## src/rtl/irq_pkg.sv

```systemverilog
package irq_pkg;
  localparam int NLINES = 16;
  localparam int LVL_W  = $clog2(NLINES);
  localparam int DATA_W = 32;
  localparam int ADDR_W = 8;

  localparam logic [ADDR_W-1:0] OFS_ENABLE = 8'h90;
  localparam logic [ADDR_W-1:0] OFS_LATCH  = 8'h94;
  localparam logic [ADDR_W-1:0] OFS_FORCE  = 8'h98;
  localparam logic [ADDR_W-1:0] OFS_CLEAR  = 8'h9C;

  localparam logic [NLINES-1:0] LINE_KEEP   = 16'hFFFE;
  localparam logic [NLINES-1:0] FORCE_KEEP  = 16'hFFFE;
  localparam logic [NLINES-1:0] ENABLE_KEEP = 16'h7FFE;

  typedef logic [NLINES-1:0] irq_vec_t;

  typedef struct packed {
    logic enable_we;
    logic force_we;
    logic clear_we;
  } bus_wr_t;

  // highest set bit among 1..NLINES-1, zero when none
  function automatic logic [LVL_W-1:0] top_level(irq_vec_t v);
    logic [LVL_W-1:0] r;
    r = '0;
    for (int i = 1; i < NLINES; i++)
      if (v[i]) r = i[LVL_W-1:0];
    return r;
  endfunction

  // one-hot of a level, level 0 maps to no bit
  function automatic irq_vec_t level_onehot(logic [LVL_W-1:0] l);
    irq_vec_t o;
    o = '0;
    o[l] = 1'b1;
    o[0] = 1'b0;
    return o;
  endfunction
endpackage

```

## src/rtl/irq_bus_if.sv

```systemverilog
module irq_bus_if
  import irq_pkg::*;
(
  input  logic              bus_sel,
  input  logic              bus_write,
  input  logic [ADDR_W-1:0] bus_addr,
  input  logic [DATA_W-1:0] bus_wdata,
  input  irq_vec_t          enable_q,
  input  irq_vec_t          latch_q,
  input  irq_vec_t          force_q,
  output bus_wr_t           wr,
  output irq_vec_t          wr_vec,
  output logic [DATA_W-1:0] bus_rdata
);
  localparam int PAD_W = DATA_W - NLINES;

  logic     do_wr, do_rd;
  irq_vec_t rd_vec;

  assign do_wr  = bus_sel & bus_write;
  assign do_rd  = bus_sel & ~bus_write;
  assign wr_vec = bus_wdata[NLINES-1:0];

  always_comb begin
    wr.enable_we = do_wr && (bus_addr == OFS_ENABLE);
    wr.force_we  = do_wr && (bus_addr == OFS_FORCE);
    wr.clear_we  = do_wr && (bus_addr == OFS_CLEAR);
  end

  always_comb begin
    rd_vec = '0;
    if (do_rd) begin
      case (bus_addr)
        OFS_ENABLE: rd_vec = enable_q;
        OFS_LATCH:  rd_vec = latch_q;
        OFS_FORCE:  rd_vec = force_q;
        default:    rd_vec = '0;
      endcase
    end
  end

  assign bus_rdata = {{PAD_W{1'b0}}, rd_vec};
endmodule

```

## src/rtl/irq_ack_split.sv

```systemverilog
module irq_ack_split
  import irq_pkg::*;
(
  input  logic             ack_valid,
  input  logic [LVL_W-1:0] ack_level,
  input  irq_vec_t         force_q,
  output irq_vec_t         force_clr,
  output irq_vec_t         latch_clr
);
  irq_vec_t hit;

  assign hit       = ack_valid ? level_onehot(ack_level) : '0;
  assign force_clr = hit & force_q;
  assign latch_clr = hit & ~force_q;
endmodule

```

## src/rtl/irq_state_regs.sv

```systemverilog
module irq_state_regs
  import irq_pkg::*;
(
  input  logic     clk,
  input  logic     rst_n,
  input  bus_wr_t  wr,
  input  irq_vec_t wr_vec,
  input  irq_vec_t irq_pulse,
  input  irq_vec_t force_clr,
  input  irq_vec_t latch_clr,
  output irq_vec_t enable_q,
  output irq_vec_t latch_q,
  output irq_vec_t force_q,
  output irq_vec_t clear_vec
);
  assign clear_vec = wr.clear_we ? (wr_vec & LINE_KEEP) : '0;

  assign latch_q[0] = 1'b0;
  for (genvar g = 1; g < NLINES; g++) begin : g_latch
    always_ff @(posedge clk or negedge rst_n) begin
      if (!rst_n)            latch_q[g] <= 1'b0;
      else if (irq_pulse[g]) latch_q[g] <= 1'b1;
      else if (clear_vec[g] || latch_clr[g]) latch_q[g] <= 1'b0;
    end
  end

  always_ff @(posedge clk or negedge rst_n) begin
    if (!rst_n)           force_q <= '0;
    else if (wr.force_we) force_q <= wr_vec & FORCE_KEEP;
    else                  force_q <= force_q & ~force_clr;
  end

  always_ff @(posedge clk or negedge rst_n) begin
    if (!rst_n)            enable_q <= '0;
    else if (wr.enable_we) enable_q <= wr_vec & ENABLE_KEEP;
  end
endmodule

```

## src/rtl/irq_level_enc.sv

```systemverilog
module irq_level_enc
  import irq_pkg::*;
(
  input  logic             clk,
  input  logic             rst_n,
  input  irq_vec_t         enable_q,
  input  irq_vec_t         latch_q,
  input  irq_vec_t         force_q,
  output irq_vec_t         qualified,
  output logic [LVL_W-1:0] level_q
);
  assign qualified = (latch_q | force_q) & enable_q & LINE_KEEP;

  always_ff @(posedge clk or negedge rst_n) begin
    if (!rst_n) level_q <= '0;
    else        level_q <= top_level(qualified);
  end
endmodule

```

## src/rtl/irq_prio_ctrl.sv

```systemverilog
module irq_prio_ctrl
  import irq_pkg::*;
(
  input  logic              clk,
  input  logic              rst_n,
  input  logic              bus_sel,
  input  logic              bus_write,
  input  logic [ADDR_W-1:0] bus_addr,
  input  logic [DATA_W-1:0] bus_wdata,
  output logic [DATA_W-1:0] bus_rdata,
  input  logic [NLINES-1:0] irq_pulse,
  input  logic              ack_valid,
  input  logic [LVL_W-1:0]  ack_level,
  output logic [LVL_W-1:0]  irq_level
);
  bus_wr_t  wr;
  irq_vec_t wr_vec;
  irq_vec_t enable_q, latch_q, force_q;
  irq_vec_t force_clr, latch_clr, clear_vec, qualified;

  irq_bus_if u_bus (
    .bus_sel   (bus_sel),
    .bus_write (bus_write),
    .bus_addr  (bus_addr),
    .bus_wdata (bus_wdata),
    .enable_q  (enable_q),
    .latch_q   (latch_q),
    .force_q   (force_q),
    .wr        (wr),
    .wr_vec    (wr_vec),
    .bus_rdata (bus_rdata)
  );

  irq_ack_split u_ack (
    .ack_valid (ack_valid),
    .ack_level (ack_level),
    .force_q   (force_q),
    .force_clr (force_clr),
    .latch_clr (latch_clr)
  );

  irq_state_regs u_regs (
    .clk       (clk),
    .rst_n     (rst_n),
    .wr        (wr),
    .wr_vec    (wr_vec),
    .irq_pulse (irq_pulse),
    .force_clr (force_clr),
    .latch_clr (latch_clr),
    .enable_q  (enable_q),
    .latch_q   (latch_q),
    .force_q   (force_q),
    .clear_vec (clear_vec)
  );

  irq_level_enc u_enc (
    .clk       (clk),
    .rst_n     (rst_n),
    .enable_q  (enable_q),
    .latch_q   (latch_q),
    .force_q   (force_q),
    .qualified (qualified),
    .level_q   (irq_level)
  );
endmodule

```

## config.mk

```make
export PLATFORM = sky130hd
export DESIGN_NAME = irq_prio_ctrl
export DESIGN_NICKNAME = d
export VERILOG_FILES = /design/src/rtl/irq_pkg.sv /design/src/rtl/irq_bus_if.sv /design/src/rtl/irq_ack_split.sv /design/src/rtl/irq_state_regs.sv /design/src/rtl/irq_level_enc.sv /design/src/rtl/irq_prio_ctrl.sv
export SDC_FILE = /design/constraint.sdc
export NUM_CORES = 1
export LEC_CHECK = 0
export ABC_AREA = 1
export BUFFER_PORTS_ARGS = -buffer_cell sky130_fd_sc_hd__buf_2
export CORE_MARGIN = 5
export CORE_UTILIZATION = 31
export DETAILED_ROUTE_END_ITERATION = 10
export PLACE_DENSITY = 0.58
export SYNTH_ARGS = -nofsm -noshare
export SYNTH_HDL_FRONTEND = slang
export SYNTH_HIERARCHICAL = 1
export SYNTH_SLANG_ARGS = --single-unit
export TNS_END_PERCENT = 5
```

## constraint.sdc

```tcl
create_clock -name clk -period 1.75 [get_ports clk]
set_input_delay 0.2625 -clock clk [delete_from_list [all_inputs] [get_ports clk]]
set_output_delay 0.2625 -clock clk [all_outputs]
set_load 0.05 [all_outputs]
```

==> results of run 1 <==
-- metal layers --
| metal | GRT usage [%] | part of all wire (%) | routed length [um] |
|---|---|---|---|
| met1 | 18.52 | 46 | 4338 |
| met2 | 22.63 | 47 | 4480 |
| met3 | 2.114 | 6.1 | 575 |
| met4 | 3.297 | 1.1 | 102 |
| met5 | 0 | 0 | 0 |
-- worst min-delay path, delay by kind of cell --
kind,cells,cell delay (ns)
buffers and inverters,2,0.10
AND/OR/NAND/NOR,1,0.05
-- final timing paths --
kind                              startpoint            endpoint  slack, ns  cells after the start
max in group asynchronous              rst_n  u_regs/force_q[12]       0.65                      3
setup / recovery                 bus_addr[6]       bus_rdata[15]       0.07                     11
hold reg to reg            u_regs/force_q[0]   u_regs/force_q[0]       0.51                      2
setup reg to reg           u_regs/force_q[2]    u_enc/level_q[0]       0.28                     15
min in group asynchronous              rst_n   u_regs/latch_q[9]       0.49                      2
hold / removal                 irq_pulse[14]  u_regs/latch_q[14]       0.15                      3
-- state kept, by name, indices dropped and copies added (netlist names) --
signal and count:
u_regs/force_q 16, u_regs/enable_q 14, u_regs/latch_q 15, u_enc/level_q 4
-- power groups by stage --
stage / Sequential [uW] / Clock, uW / Combinational, uW
after floorplan: 1230 / 0 / 294
after global placement: 1220 / 0 / 384
after detailed placement: 1230 / 0 / 389
after CTS: 1200 / 991 / 393
after global routing: 1210 / 1040 / 441
final: 1200 / 968 / 396
-- final cells by class --
class	count	share of cell area [%]
Clock buffer	6	3.076
Clock inverter	2	0.3285
Inverter	108	9.734
Multi-Input combinational cell	336	39.24
Sequential cell	49	29.26
Tap cell	143	4.270
Timing Repair Buffer	85	14.09
-- timing repair --
item	CTS	global route
endpoints found under the setup margin	0	14
gates resized for setup	0	18
hold buffers	1	0
buffers inserted	0	2
endpoints found under the hold margin	20	0
-- through the flow --
step / std cells / instance area, um2
2_1_floorplan: 544 / 3660
3_3_place_gp: 717 / 3963
3_5_place_dp: 717 / 3963
4_1_cts: 726 / 4115
5_1_grt: 729 / 4190
6_report: 729 / 4190
==> results_dict.tcl, run 1 <==
set metrics [dict create \
    outcome "completed" \
    timing.critical_path.cells "buf_2 -> inv_1 -> nand2_1 -> nor2_4 -> buf_4 -> buf_12 -> nand3_1 -> nand3_1 -> nand2_1 -> inv_1 -> buf_2" \
    tns_ns 0 \
    timing.clock.skew_ns 0.006026 \
    detailedPlacementHpwl_mm 7.231 \
    area_delta_synth_final_pct 16.53 \
    clkTransAtPathRegs_ns 0.07 \
    tightest_pin_transition_ns 0.5297 \
    numCtsBuffers 5 \
    tritoncts_num_sinks 49 \
    drt_initial_violations 213 \
    p_per_area_nw_per_um2 613.1 \
    route.antenna.remaining_nets 0 \
    grt_usage_pct 13.60 \
    first_pass_iters 4 \
    totalWireLength_mm 9.497 \
    worst-path-buf-inv 6 \
    final-hold-violation-count 0 \
    leakage_uw 0.002146 \
    clk_root_buffer_cell "sky130_fd_sc_hd__clkbuf_16" \
    via_count_of_the_first_global_routing_pass 3215 \
    timing.critical_path.from_type "input port" \
    maxClockFrequency_ghz 0.5952 \
    nets 650 \
    worst_slack_ns 0.06985 \
    timing.critical_path.max_delay_family "buffers and inverters" \
    worstPathArrival_ns 1.42 \
    most_common_cell_after_layout_fill_and_taps_aside "sky130_fd_sc_hd__nand2_1" \
    fin_worst_hold_slack_ns 0.1525 \
    port_buffers 66 \
    yosys_warnings 6 \
    min_period_over_period_pct 96.01 \
    detail_route.drc_violations 0 \
    p_seq_share_pct 46.9 \
    switching_share_pct 29.13 \
    power_frac_comb_pct 15.4 \
    setup_viol 0 \
    finalMaxSlewViolations 0 \
    fp.dieH_um 117.7 \
    cp_slowest_stage_delay_ns 0.25 \
    placement.setup.worst_slack_ns 0.01797 \
    relSlewSlack_pct 64.69 \
    fp.dieArea_um2 13850 \
    drt-vias-per-instance 4.495 \
    type_of_the_most_critical_hold_path "input port to register" \
    floorplan.rows 39 \
    syn-cell-area_um2 3596 \
    average_footprint_of_a_synthesized_cell_um2 6.823 \
    core_um2 11420 \
    htree_num_levels 2 \
    utilization_pct 36.70 \
    final_routed_wire_length_divided_by_cell_count_um 13.03 \
    pwr-share-clk_pct 37.7 \
    post_route_cells_drive_above_1_share_pct 21.50 \
    initial_core_util_pct 31.49 \
    globalplace.congestion 0.8118 \
    detailroute.via_count 3277 \
    synthesis.instances 527 \
    insertedDiodeCount 0 \
    grt_start_max_net_pins 31 \
    die_w_um 117.7 \
    max_cap_viol_count 0 \
    layout_common_cells "sky130_fd_sc_hd__nand2_1 (128), sky130_fd_sc_hd__inv_1 (102), sky130_fd_sc_hd__nand3_1 (88), sky130_fd_sc_hd__buf_2 (52), sky130_fd_sc_hd__dfrtp_1 (49)" \
    worst-path-max-fanout 19 \
    clock_latency_ns 0.29 \
    kind_of_end_point_of_the_critical_path "output port" \
    vdd_ir_drop_max_mv 0.4014 \
    min_period_ns 1.680 \
    grt_overflow_total 0 \
    grt_pass1_wl_mm 15.61 \
    p_total_uw 2569 \
    grt_antenna_before_repair 0 \
    critical_path_required_ns 1.49 \
    power.switching_uw 748.4 \
    slowest_stage_cell_cp "sky130_fd_sc_hd__buf_2" \
    cts_max_path_buffers 2 \
    layout.filler_cells 1256 \
    multiInputGateArea_um2 1644 \
    io_pins 101 \
    p_int_uw 1821 \
    tritoncts "yes" \
    area_used_by_sequential_logic_in_the_layout_um2 1226 \
    critical_path_class "input port to output port" \
]
Note: power is estimated with default switching activity, not from simulation.
==> inputs of run 2 (changes only) <==
- ABC_AREA: 1 -> unset
- PLACE_DENSITY: 0.58 -> 0.59
==> results_dict.tcl, run 2 <==
set metrics [dict create \
    numCtsBuffers 5 \
    critical_path_class "input port to output port" \
    tritoncts_num_sinks 49 \
    grt_overflow_total 0 \
    syn-cell-area_um2 3371 \
    finalMaxSlewViolations 0 \
    worst-path-max-fanout 16 \
    hold-path-endpoint "u_regs/latch_q[1]" \
    drt-vias-per-instance 4.836 \
    post_route_cells_drive_above_1_share_pct 33.33 \
    nets 491 \
    fin_worst_hold_slack_ns 0.1499 \
    setup_viol 0 \
    outcome "completed" \
    core_um2 10750 \
    worstPathArrival_ns 1.43 \
    crit-reg2reg-launch "u_regs/force_q[5]" \
    average_footprint_of_a_synthesized_cell_um2 9.210 \
    grt_usage_pct 14.50 \
    globalplace.congestion 0.8398 \
    insertedDiodeCount 0 \
    grt_start_max_net_pins 50 \
    area_delta_synth_final_pct 16.67 \
    tritoncts "yes" \
    synthesis.instances 366 \
    clk_root_buffer_cell "sky130_fd_sc_hd__clkbuf_8" \
    fp.dieArea_um2 13060 \
    yosys_warnings 6 \
    layout_common_cells "sky130_fd_sc_hd__buf_2 (50), sky130_fd_sc_hd__dfrtp_1 (49), sky130_fd_sc_hd__nand2b_1 (33), sky130_fd_sc_hd__nand2_1 (32), sky130_fd_sc_hd__buf_4 (26)" \
    clkTransAtPathRegs_ns 0.09 \
    number_of_cells_in_the_finished_layout_apart_from_fillers 566 \
    die_w_um 114.3 \
    type_of_the_most_critical_hold_path "input port to register" \
    critical_path.reg2reg.endpoint "u_enc/level_q[2]" \
    min_period_ns 1.689 \
    final_routed_wire_length_divided_by_cell_count_um 16.39 \
    rsz0062_at_grt "no" \
    timing.clock.skew_ns 0.01479 \
    port_buffers 66 \
    p_per_area_nw_per_um2 593.9 \
    rrSetupSlack_ns 0.25 \
    maxClockFrequency_ghz 0.5921 \
    critical_path_required_ns 1.49 \
    clock_latency_ns 0.30 \
    first_pass_iters 5 \
    fp.dieH_um 114.3 \
    grt_antenna_before_repair 1 \
    grt_pass1_wl_mm 14.95 \
    largest_reg_flops 16 \
    floorplan.rows 38 \
    leakage_uw 0.001888 \
    cts_max_path_buffers 2 \
    vdd_ir_drop_max_mv 0.2657 \
    worstSetupStartpoint "bus_addr[1]" \
    registers.top_by_ff_count "u_regs/force_q" \
    io_pins 101 \
    place.detailed.instances 555 \
    drt_initial_violations 188 \
    max_cap_viol_count 0 \
    detailedPlacementHpwl_mm 7.010 \
    detailroute.via_count 2737 \
    hold-path-cell-count 2 \
    most_common_cell_after_layout_fill_and_taps_aside "sky130_fd_sc_hd__buf_2" \
    utilization_pct 36.60 \
    hold_path.startpoint "irq_pulse[1]" \
    kind_of_end_point_of_the_critical_path "output port" \
    largest_registers "u_regs/force_q (16), u_regs/latch_q (15), u_regs/enable_q (14)" \
    final-hold-violation-count 0 \
    detail_route.drc_violations 0 \
    via_count_of_the_first_global_routing_pass 2824 \
    timing.critical_path.from_type "input port" \
    min_period_over_period_pct 96.51 \
    route.antenna.remaining_nets 0 \
    totalWireLength_mm 9.277 \
    htree_num_levels 2 \
    rr_worst_depth 4 \
    initial_core_util_pct 31.37 \
]
[run 2: critical path, cell delays in order]
cell and delay [ns]:
sky130_fd_sc_hd__buf_2 0.11, sky130_fd_sc_hd__nor4b_4 0.34, sky130_fd_sc_hd__nand4_4 0.14, sky130_fd_sc_hd__buf_12 0.19, sky130_fd_sc_hd__a21oi_2 0.12, sky130_fd_sc_hd__clkbuf_4 0.24
[run 2: how the worst max path moves through the flow]
stage               cells past startpoint             endpoint
floorplan                               5  u_regs/enable_q[10]
global placement                        8   u_regs/force_q[15]
detailed placement                      8    u_regs/force_q[2]
CTS                                     6         bus_rdata[0]
global route                            6         bus_rdata[0]
finish                                  6         bus_rdata[7]
[run 2: routing by layer]
layer	part of all wire (%)	global-route usage (%)
met1	45	19.59
met2	46	23.30
met3	8.1	3.700
met4	1.1	3.484
met5	0.075	0
[run 2: repair_timing]
action / CTS / global route
hold buffers: 1 / 0
endpoints found under the hold margin: 49 / 0
resized for setup: 3 / 28
buffers inserted: 0 / 3
setup endpoints to repair: 9 / 15
[run 2: stage by stage]
| step | power, uW | cell area (um2) | setup WS [ns] | setup TNS, ns |
|---|---|---|---|---|
| finish | 2336 | 3933 | 0.06111 | 0 |
| global route | 2459 | 3933 | 0.001528 | 0 |
| CTS | 2361 | 3859 | 0.001440 | 0 |
| detailed placement | 1669 | 3755 | -0.09864 | -2.681 |
| global placement | 1662 | 3755 | -0.05650 | -1.115 |
| floorplan | 1563 | 3438 | -0.1133 | -1.606 |
[run 2: final cells by class]
type                       count  area (um2)
timing repair buffer          85       569.3
tap                          140       175.2
clock buffer                   7       86.33
inverter                       5       18.77
multi-input combinational    280        1857
sequential                    49        1226
fill                        1146        6813
[run 2: power by group]
group	internal [uW]	total, uW	switching [uW]
clock network	315	679	365
registers	1170	1200	27.6
logic	157	461	304
total	1640	2340	696
==> inputs of run 3 (changes only) <==
==> constraint.sdc (replaced) <==
create_clock -name clk -period 1.75 [get_ports clk]
set_input_delay 0.175 -clock clk [delete_from_list [all_inputs] [get_ports clk]]
set_output_delay 0.175 -clock clk [all_outputs]
set_load 0.05 [all_outputs]
==> results_dict.tcl, run 3 (synthesis gave the netlist of run 2 again) <==
set metrics [dict create \
    outcome "completed" \
    leakage_uw 0.001866 \
    tns_ns 0 \
    via_count_of_the_first_global_routing_pass 2763 \
    finalMaxSlewViolations 0 \
    p_total_uw 2268 \
    grt_usage_pct 14.12 \
    worstPathArrival_ns 1.50 \
    slowest_stage_cell_cp "sky130_fd_sc_hd__dfrtp_1" \
    detailroute.via_count 2659 \
    worst-path-max-fanout 3 \
    tritoncts "yes" \
    cts_max_path_buffers 2 \
    largest_registers "u_regs/force_q (16), u_regs/latch_q (15), u_regs/enable_q (14)" \
    route.antenna.remaining_nets 0 \
    kind_of_end_point_of_the_critical_path "output port" \
    timing.critical_path.cells "mux2i_1 -> or2_2 -> a21oi_1 -> buf_2" \
    registers.top_by_ff_count "u_regs/force_q" \
    min_period_ns 1.677 \
    hold_path.startpoint "irq_pulse[3]" \
    largest_reg_flops 16 \
    fp.dieArea_um2 13060 \
    area_delta_synth_final_pct 13.25 \
    hold-path-endpoint "u_regs/latch_q[3]" \
    placement.setup.worst_slack_ns 0.04120 \
    fp.dieH_um 114.3 \
    insertedDiodeCount 0 \
    floorplan.rows 38 \
    min_period_over_period_pct 95.82 \
    clkTransAtPathRegs_ns 0.09 \
    utilization_pct 35.53 \
    grt_pass1_wl_mm 14.59 \
    detail_route.drc_violations 0 \
    clock_latency_ns 0.30 \
    port_buffers 66 \
    grt_start_max_net_pins 26 \
    first_pass_iters 4 \
    stdcell_area_um2 3817 \
    multiInputGateArea_um2 1838 \
    rrSetupSlack_ns 0.30 \
    timing.critical_path.from_type "register" \
    worst_slack_ns 0.07310 \
    critical_path_required_ns 1.57 \
    critical_path_class "register to output port" \
    maxClockFrequency_ghz 0.5963 \
    final_routed_wire_length_divided_by_cell_count_um 16.09 \
    instance_area_after_placement_um2 3719 \
    post_route_cells_drive_above_1_share_pct 31.75 \
    grt_overflow_total 0 \
    critical_path.reg2reg.endpoint "u_enc/level_q[2]" \
    rsz0062_at_grt "no" \
    setup_viol 0 \
    layout.filler_cells 1146 \
    initial_core_util_pct 31.37 \
    most_common_cell_after_layout_fill_and_taps_aside "sky130_fd_sc_hd__buf_2" \
    die_w_um 114.3 \
    crit-reg2reg-launch "u_regs/force_q[5]" \
    tritoncts_num_sinks 49 \
    type_of_the_most_critical_hold_path "input port to register" \
    final-hold-violation-count 0 \
    timing.clock.skew_ns 0.009107 \
    numCtsBuffers 5 \
    p_per_area_nw_per_um2 594.0 \
    detailedPlacementHpwl_mm 7.177 \
    globalplace.congestion 0.8724 \
    hold-path-cell-count 2 \
    layout_common_cells "sky130_fd_sc_hd__buf_2 (63), sky130_fd_sc_hd__dfrtp_1 (49), sky130_fd_sc_hd__nand2b_1 (33), sky130_fd_sc_hd__nand2_1 (32), sky130_fd_sc_hd__conb_1 (20)" \
    htree_num_levels 2 \
    clk_root_buffer_cell "sky130_fd_sc_hd__clkbuf_8" \
    cp_slowest_stage_delay_ns 0.40 \
    io_pins 101 \
    rr_worst_depth 4 \
    drt_initial_violations 150 \
    totalWireLength_mm 9.045 \
    drt-vias-per-instance 4.731 \
    core_um2 10750 \
    vdd_ir_drop_max_mv 0.3210 \
    nets 488 \
    grt_antenna_before_repair 0 \
    area_used_by_sequential_logic_in_the_layout_um2 1226 \
    max_cap_viol_count 0 \
]
-- run 3: changes by cell type in the layout (fill, tap and decap cells not counted), moves of 2 or more --
cell | before | now
sky130_fd_sc_hd__buf_2 | 50 | 63
sky130_fd_sc_hd__buf_4 | 26 | 15
sky130_fd_sc_hd__a21oi_1 | 2 | 7
sky130_fd_sc_hd__a21oi_2 | 14 | 9
sky130_fd_sc_hd__buf_12 | 4 | 2
sky130_fd_sc_hd__clkbuf_4 | 3 | 1
-- run 3: power by group --
part,switching [uW],internal [uW]
registers,27.0,1170
logic,299,151
clock network,360,264
-- run 3: cell type report --
| type | instances | share of cell area (%) |
|---|---|---|
| multi-input cells | 280 | 48.15 |
| flip-flops and latches | 49 | 32.12 |
| repair buffers | 82 | 12.72 |
| well taps | 140 | 4.589 |
| clock buffers | 5 | 1.803 |
| inverters | 5 | 0.4916 |
| clock inverters | 1 | 0.1311 |
-- run 3: repair_timing --
item,in CTS,in global routing
buffers inserted,0,1
hold buffers,1,0
setup endpoints to repair,0,3
gates resized for setup,0,5
hold endpoints to repair,49,0
-- run 3: worst max-delay path by stage --
| stage | slack, ns | end | from | cells after the start |
|---|---|---|---|---|
| 3_5_place_dp | 0.04 | u_regs/enable_q[1] | bus_addr[1] | 6 |
| 4_1_cts | 0.02 | bus_rdata[2] | u_regs/latch_q[2] | 4 |
| 2_1_floorplan | 0.03 | bus_rdata[4] | bus_addr[3] | 5 |
| 6_report | 0.07 | bus_rdata[3] | u_regs/latch_q[3] | 4 |
| 3_3_place_gp | 0.07 | u_regs/enable_q[8] | bus_addr[1] | 6 |
| 5_1_grt | 0.002 | bus_rdata[2] | u_regs/latch_q[2] | 4 |
-- run 3: per-stage QoR --
stage | std cells | hold WS, ns
after floorplan | 383 | -0.1206
after global placement | 554 | 0.2050
after detailed placement | 554 | 0.1991
after CTS | 561 | 0.06297
after global routing | 562 | 0.05571
final | 562 | 0.06350
-- run 3: metal layers --
metal	wire, um	vias to the layer above	track usage (%)	part of all wire [%]
li1	-	1306	-	-
met1	4072	1255	19.20	45
met2	4183	92	23.03	46
met3	733	6	3.647	8.1
met4	57	0	2.375	0.63
met5	0	-	0	0
-- run 3: critical path, delay by kind of cell (launching register included) --
kind / cells / cell delay [ns]
flip-flops: 1 / 0.40
AND/OR/NAND/NOR: 1 / 0.28
buffers and inverters: 1 / 0.28
AO/OA/AOI/OAI: 1 / 0.15
multiplexers: 1 / 0.09
